--- config.mk ---
export PLATFORM = sky130hd
export DESIGN_NAME = dtmf_steer_guard
export DESIGN_NICKNAME = d
export VERILOG_FILES = /design/src/rtl/dtmf_guard_pkg.sv /design/src/rtl/guard_tick_gen.sv /design/src/rtl/guard_run_timer.sv /design/src/rtl/steer_ctrl.sv /design/src/rtl/dtmf_steer_guard.sv
export SDC_FILE = /design/constraint.sdc
export NUM_CORES = 1
export LEC_CHECK = 0
export CORE_ASPECT_RATIO = 1.4
export CORE_MARGIN = 8
export CORE_UTILIZATION = 49
export CTS_BUF_LIST = sky130_fd_sc_hd__clkbuf_4 sky130_fd_sc_hd__clkbuf_8
export CTS_CLUSTER_DIAMETER = 80
export DETAILED_ROUTE_END_ITERATION = 16
export DONT_BUFFER_PORTS = 1
export GPL_TIMING_DRIVEN = 1
export HOLD_SLACK_MARGIN = 0.1
export PLACE_DENSITY = 0.61
export SLEW_MARGIN = 20
export SYNTH_ARGS = -nofsm -noshare
export SYNTH_HDL_FRONTEND = slang
export SYNTH_SLANG_ARGS = --single-unit
--- constraint.sdc ---
create_clock -name clk -period 3.78 [get_ports clk]
set_input_delay 0.567 -clock clk [delete_from_list [all_inputs] [get_ports clk]]
set_output_delay 0.567 -clock clk [all_outputs]
set_load 0.05 [all_outputs]
--- src/rtl/dtmf_guard_pkg.sv ---
package dtmf_guard_pkg;

  localparam int unsigned CODE_W = 4;

  typedef enum logic [1:0] {
    ST_IDLE   = 2'd0,
    ST_SETTLE = 2'd1,
    ST_HELD   = 2'd2
  } steer_state_e;

  // Decide whether the tick about to be counted completes the guard window.
  function automatic logic guard_reached(input int unsigned cnt, input int unsigned lim);
    return (cnt + 1) >= lim;
  endfunction

endpackage

--- src/rtl/guard_tick_gen.sv ---
module guard_tick_gen #(
  parameter int unsigned CLK_PER_TICK = 50000
) (
  input  logic clk,
  input  logic rst_n,
  output logic tick
);
  localparam int unsigned TW = (CLK_PER_TICK > 1) ? $clog2(CLK_PER_TICK) : 1;
  localparam logic [TW-1:0] LAST = TW'(CLK_PER_TICK - 1);

  logic [TW-1:0] div_q;

  always_ff @(posedge clk or negedge rst_n) begin
    if (!rst_n) begin
      div_q <= '0;
      tick  <= 1'b0;
    end else if (div_q == LAST) begin
      div_q <= '0;
      tick  <= 1'b1;
    end else begin
      div_q <= div_q + 1'b1;
      tick  <= 1'b0;
    end
  end
endmodule

--- src/rtl/guard_run_timer.sv ---
module guard_run_timer
  import dtmf_guard_pkg::*;
#(
  parameter int unsigned GUARD_W = 8
) (
  input  logic               clk,
  input  logic               rst_n,
  input  logic               run,
  input  logic               tick,
  input  logic [GUARD_W-1:0] limit,
  output logic               expire
);
  logic [GUARD_W-1:0] cnt_q;
  logic               reach;

  always_comb begin
    reach  = guard_reached(32'(cnt_q), 32'(limit));
    expire = run && tick && reach;
  end

  always_ff @(posedge clk or negedge rst_n) begin
    if (!rst_n) begin
      cnt_q <= '0;
    end else if (!run) begin
      cnt_q <= '0;
    end else if (tick) begin
      if (reach) cnt_q <= '0;
      else       cnt_q <= cnt_q + 1'b1;
    end
  end
endmodule

--- src/rtl/steer_ctrl.sv ---
module steer_ctrl
  import dtmf_guard_pkg::*;
#(
  parameter int unsigned SETTLE_CYC = 2
) (
  input  logic              clk,
  input  logic              rst_n,
  input  logic              reg_fire,
  input  logic              drop_fire,
  input  logic [CODE_W-1:0] code_in,
  output steer_state_e      state,
  output logic [CODE_W-1:0] rx_code,
  output logic              dly_steer,
  output logic              rx_event
);
  localparam int unsigned SW = (SETTLE_CYC > 1) ? $clog2(SETTLE_CYC + 1) : 1;
  localparam logic [SW-1:0] SETTLE_LOAD = SW'(SETTLE_CYC - 1);

  logic [SW-1:0] settle_q;

  always_ff @(posedge clk or negedge rst_n) begin
    if (!rst_n) begin
      state     <= ST_IDLE;
      settle_q  <= '0;
      rx_code   <= '0;
      dly_steer <= 1'b0;
      rx_event  <= 1'b0;
    end else begin
      rx_event <= 1'b0;
      case (state)
        ST_IDLE: begin
          if (reg_fire) begin
            rx_code  <= code_in;
            settle_q <= SETTLE_LOAD;
            state    <= ST_SETTLE;
          end
        end
        ST_SETTLE: begin
          if (settle_q == '0) begin
            dly_steer <= 1'b1;
            rx_event  <= 1'b1;
            state     <= ST_HELD;
          end else begin
            settle_q <= settle_q - 1'b1;
          end
        end
        ST_HELD: begin
          if (drop_fire) begin
            dly_steer <= 1'b0;
            state     <= ST_IDLE;
          end
        end
        default: state <= ST_IDLE;
      endcase
    end
  end
endmodule

--- src/rtl/dtmf_steer_guard.sv ---
module dtmf_steer_guard
  import dtmf_guard_pkg::*;
#(
  parameter int unsigned CLK_PER_TICK = 50000,
  parameter int unsigned GUARD_W      = 8,
  parameter int unsigned SETTLE_CYC   = 2
) (
  input  logic               clk,
  input  logic               rst_n,
  input  logic               est_in,
  input  logic [3:0]         code_in,
  input  logic [GUARD_W-1:0] present_guard,
  input  logic [GUARD_W-1:0] absent_guard,
  output logic [3:0]         rx_code,
  output logic               dly_steer,
  output logic               rx_event
);
  // Named internal events, visible to the bound checker
  logic         tick_w;
  logic         reg_fire;
  logic         drop_fire;
  logic         present_run;
  logic         absent_run;
  steer_state_e state_w;

  always_comb begin
    present_run = est_in && (state_w == ST_IDLE);
    absent_run  = !est_in && (state_w == ST_HELD);
  end

  guard_tick_gen #(.CLK_PER_TICK(CLK_PER_TICK)) tick_i (
    .clk  (clk),
    .rst_n(rst_n),
    .tick (tick_w)
  );

  guard_run_timer #(.GUARD_W(GUARD_W)) present_tmr_i (
    .clk   (clk),
    .rst_n (rst_n),
    .run   (present_run),
    .tick  (tick_w),
    .limit (present_guard),
    .expire(reg_fire)
  );

  guard_run_timer #(.GUARD_W(GUARD_W)) absent_tmr_i (
    .clk   (clk),
    .rst_n (rst_n),
    .run   (absent_run),
    .tick  (tick_w),
    .limit (absent_guard),
    .expire(drop_fire)
  );

  steer_ctrl #(.SETTLE_CYC(SETTLE_CYC)) ctrl_i (
    .clk      (clk),
    .rst_n    (rst_n),
    .reg_fire (reg_fire),
    .drop_fire(drop_fire),
    .code_in  (code_in),
    .state    (state_w),
    .rx_code  (rx_code),
    .dly_steer(dly_steer),
    .rx_event (rx_event)
  );
endmodule

==> reports/metrics.cfg <==
[setup_path]
required_ns = 3.97
start_kind = register
crit_top_cell = ha_1
r2r_end = ctrl_i.rx_code[3]
slowest_stage = dfrtp_1
r2r-start = present_tmr_i.cnt_q[0]
cp_slowest_stage_delay_ns = 0.43
rr_worst_depth = 11
crit_path_start = present_tmr_i.cnt_q[0]
cp_cell_sequence = ha_1 -> nand3_2 -> or2_0 -> and2_1 -> or2_1 -> ha_1 -> nand4_1 -> nor2_1 -> o31ai_4 -> a21oi_4 -> mux2_4
r2r_slack_ns = 0.90
end_kind = register
critical_path_class = register to register
critPathMaxFanout = 9
crit_arrival_ns = 3.06

[pwr]
p_leak_nw = 1.29
pwr-share-seq = 0.593
swShare = 0.226
irDropWorstVdd_mv = 0.221
p_clk_frac = 0.374
combPwrFrac = 0.033
switchingPower_w = 0.000175
powerDensity_nw_per_um2 = 290
internal-power_w = 0.000600

[synthesis]
yosysMostFrequentCell = dfrtp_1
synth_commonest_cells = 43 x dfrtp_1, 25 x nand2_1, 24 x nor2_1, 20 x ha_1, 16 x inv_1
yosys_most_used_dff = dfrtp_1
synthDominantCellAreaShare = 0.432
synthCells = 239
synth_edf_count = 0
synth-seq-cells = 43
synth_area_leader_cell = dfrtp_1
synth.distinct_cells = 44
synth_seq_area_share = 0.432
async_flop_share = 1.00
avgSynthCellArea_sq_um = 10.4
yosys-top-cells-area = dfrtp_1 43%, ha_1 10%, a32o_1 4.4%
yosys_warnings = 0
synthesis.area_sq_um = 2490
syn_nets = 282

[outcome]
status = completed

[sta]
hold_ws_ns = 0.108
hold_violations = 0
min_period_ns = 2.88
setup_viol = 0
finalCritPeriodShare = 0.761
rsz0062_at_grt = no
tightest_slew_ns = 0.896
max_freq_mhz = 348
slew_violations = 0
fin_worst_skew_ns = 0.0130
final.setup.tns_ns = 0
slew_headroom = 0.398

[global_routing]
antenna_found_initial = 0
grt_overflow = 0
grt_pass1_vias = 1741
grt_pass1_wl_mm = 7.53
grt_usage = 0.120
grt_max_degree = 44

[die]
die_h_microns = 100
die_w_microns = 76.3
coreArea_sq_um = 4880
start_util = 0.511
row_count = 30
io_pins = 29
die-area_sq_um = 7660

[layout]
drive_above_1_share = 0.113
finish.net_count = 289
insertedDiodeCount = 0
nFillCells = 448
area_delta_synth_final_pct = 7.33
design_area_sq_um = 2680
fin_cells = 311
utilization = 0.548

[drt]
drc = 0
vias_per_cell = 5.46
drtAntennaViolNets = 0
drt_iter0_drc = 31
routed_wl_mm = 4.31
dr_total_vias = 1699
wire_per_inst_microns = 13.9
drt_first_pass_iters = 4

[clock_tree]
cts_tree = done
insertion_delay_ns = 0.30
post_cts_buffers = 0
clk_path_buf_depth = 2
cts_root_buf = clkbuf_8
htreeDepth = 2
numCtsBuffers = 5
cts_sinks = 43
path_clk_slew_ns = 0.09

[job]
max_cap_violations = 0

[place]
numPortBuffers = 0
placed_cells = 302
placed_area_sq_um = 2560
hpwl_mm = 3.40
gp_congestion = 0.794

[hold_path]
min_path_type = input pin to asynchronous set/reset pin

-- metrics by stage --
| stage | worst slack (ns) | power, W |
|---|---|---|
| 6_report | 0.905 | 0.000775 |
| 5_1_grt | 0.694 | 0.000818 |
| 3_3_place_gp | 0.936 | 0.000484 |
| 2_1_floorplan | 1.09 | 0.000481 |
| 4_1_cts | 0.877 | 0.000792 |
| 3_5_place_dp | 0.881 | 0.000484 |
-- cells by family after synthesis --
group	Yosys count	synth area share
buffers and inverters	17	0.0286
AOI/OAI and AO/OA	35	0.120
and+or+nand+nor	96	0.211
xor gates and xnor gates	24	0.0843
DFF	43	0.432
muxes	4	0.0241
adders and majority gates	20	0.100
-- state kept, by name, summed over array words and instances (netlist names) --
register / flops
tick_i.div_q: 16
absent_tmr_i.cnt_q: 8
present_tmr_i.cnt_q: 8
ctrl_i.rx_code: 4
ctrl_i.settle_q: 2
ctrl_i.state: 2
ctrl_i.dly_steer: 1
ctrl_i.rx_event: 1
tick_i.tick: 1
-- routing by layer --
metal  GRT usage  vias to the layer above  wire length (microns)
met2       0.230                       16                   2410
met3      0.0340                        5                    129
met1       0.118                      816                   1710
met5           0                        -                      0
met4      0.0446                        0                     65
li1            -                      862                      -
-- worst max-delay path by stage --
stage               slack, ns           endpoint
floorplan                1.09  ctrl_i.rx_code[0]
global placement         0.94  ctrl_i.rx_code[0]
detailed placement       0.88  ctrl_i.rx_code[3]
CTS                      0.88  ctrl_i.rx_code[3]
global route             0.69  ctrl_i.rx_code[3]
finish                   0.90  ctrl_i.rx_code[3]
-- critical path: cells and delay by family (launching register included) --
family | cells | cell delay, ns
AOI/OAI and AO/OA | 2 | 0.46
adders and majority gates | 2 | 0.52
DFF | 1 | 0.43
muxes | 1 | 0.33
and+or+nand+nor | 6 | 1.03
-- layout make-up --
type	instances	area, sq um	share of cell area
clock buffer	5	68.8	0.0257
clock inverter	3	25.0	0.00935
inverter	16	60.1	0.0224
multi-input combinational	179	1350	0.503
sequential	43	1080	0.402
tap	64	80.1	0.0299
timing repair buffer	1	20.0	0.00748
-- power groups by stage --
stage | clock, W | combinational (W) | sequential (W)
2_1_floorplan | 0 | 0.0000123 | 0.000469
3_3_place_gp | 0 | 0.0000149 | 0.000469
3_5_place_dp | 0 | 0.0000154 | 0.000469
4_1_cts | 0.000305 | 0.0000271 | 0.000460
5_1_grt | 0.000328 | 0.0000311 | 0.000460
6_report | 0.000290 | 0.0000258 | 0.000460
-- cell usage in the layout, fill, tap and decap left out, types with 2 or more instances in the layout --
| cell type | instances |
|---|---|
| xor2_1 | 12 |
| o21ai_1 | 3 |
| o21ai_0 | 4 |
| nand2_1 | 25 |
| nand4b_1 | 2 |
| and3_1 | 4 |
| or2_1 | 2 |
| mux2_4 | 4 |
| nor2_2 | 2 |
| and4_1 | 4 |
| nand2b_1 | 2 |
| nand4_1 | 2 |
| nand3_2 | 2 |
| xnor2_1 | 12 |
| nor2b_1 | 2 |
| clkbuf_8 | 5 |
| nand3_1 | 10 |
| o211ai_1 | 3 |
| and2_1 | 3 |
| a32o_1 | 11 |
| nor3_2 | 3 |
| nor2_1 | 24 |
| clkinv_4 | 2 |
| ha_1 | 20 |
| a21oi_1 | 3 |
| nor3_1 | 2 |
| dfrtp_1 | 43 |
| a211oi_1 | 2 |
| inv_1 | 16 |
-- repair_timing --
action | in CTS | in global routing
hold buffers | 1 | 0
endpoints found under the hold margin | 43 | 0
resized for setup | 0 | 0
Note: power is estimated with default switching activity, not from simulation.
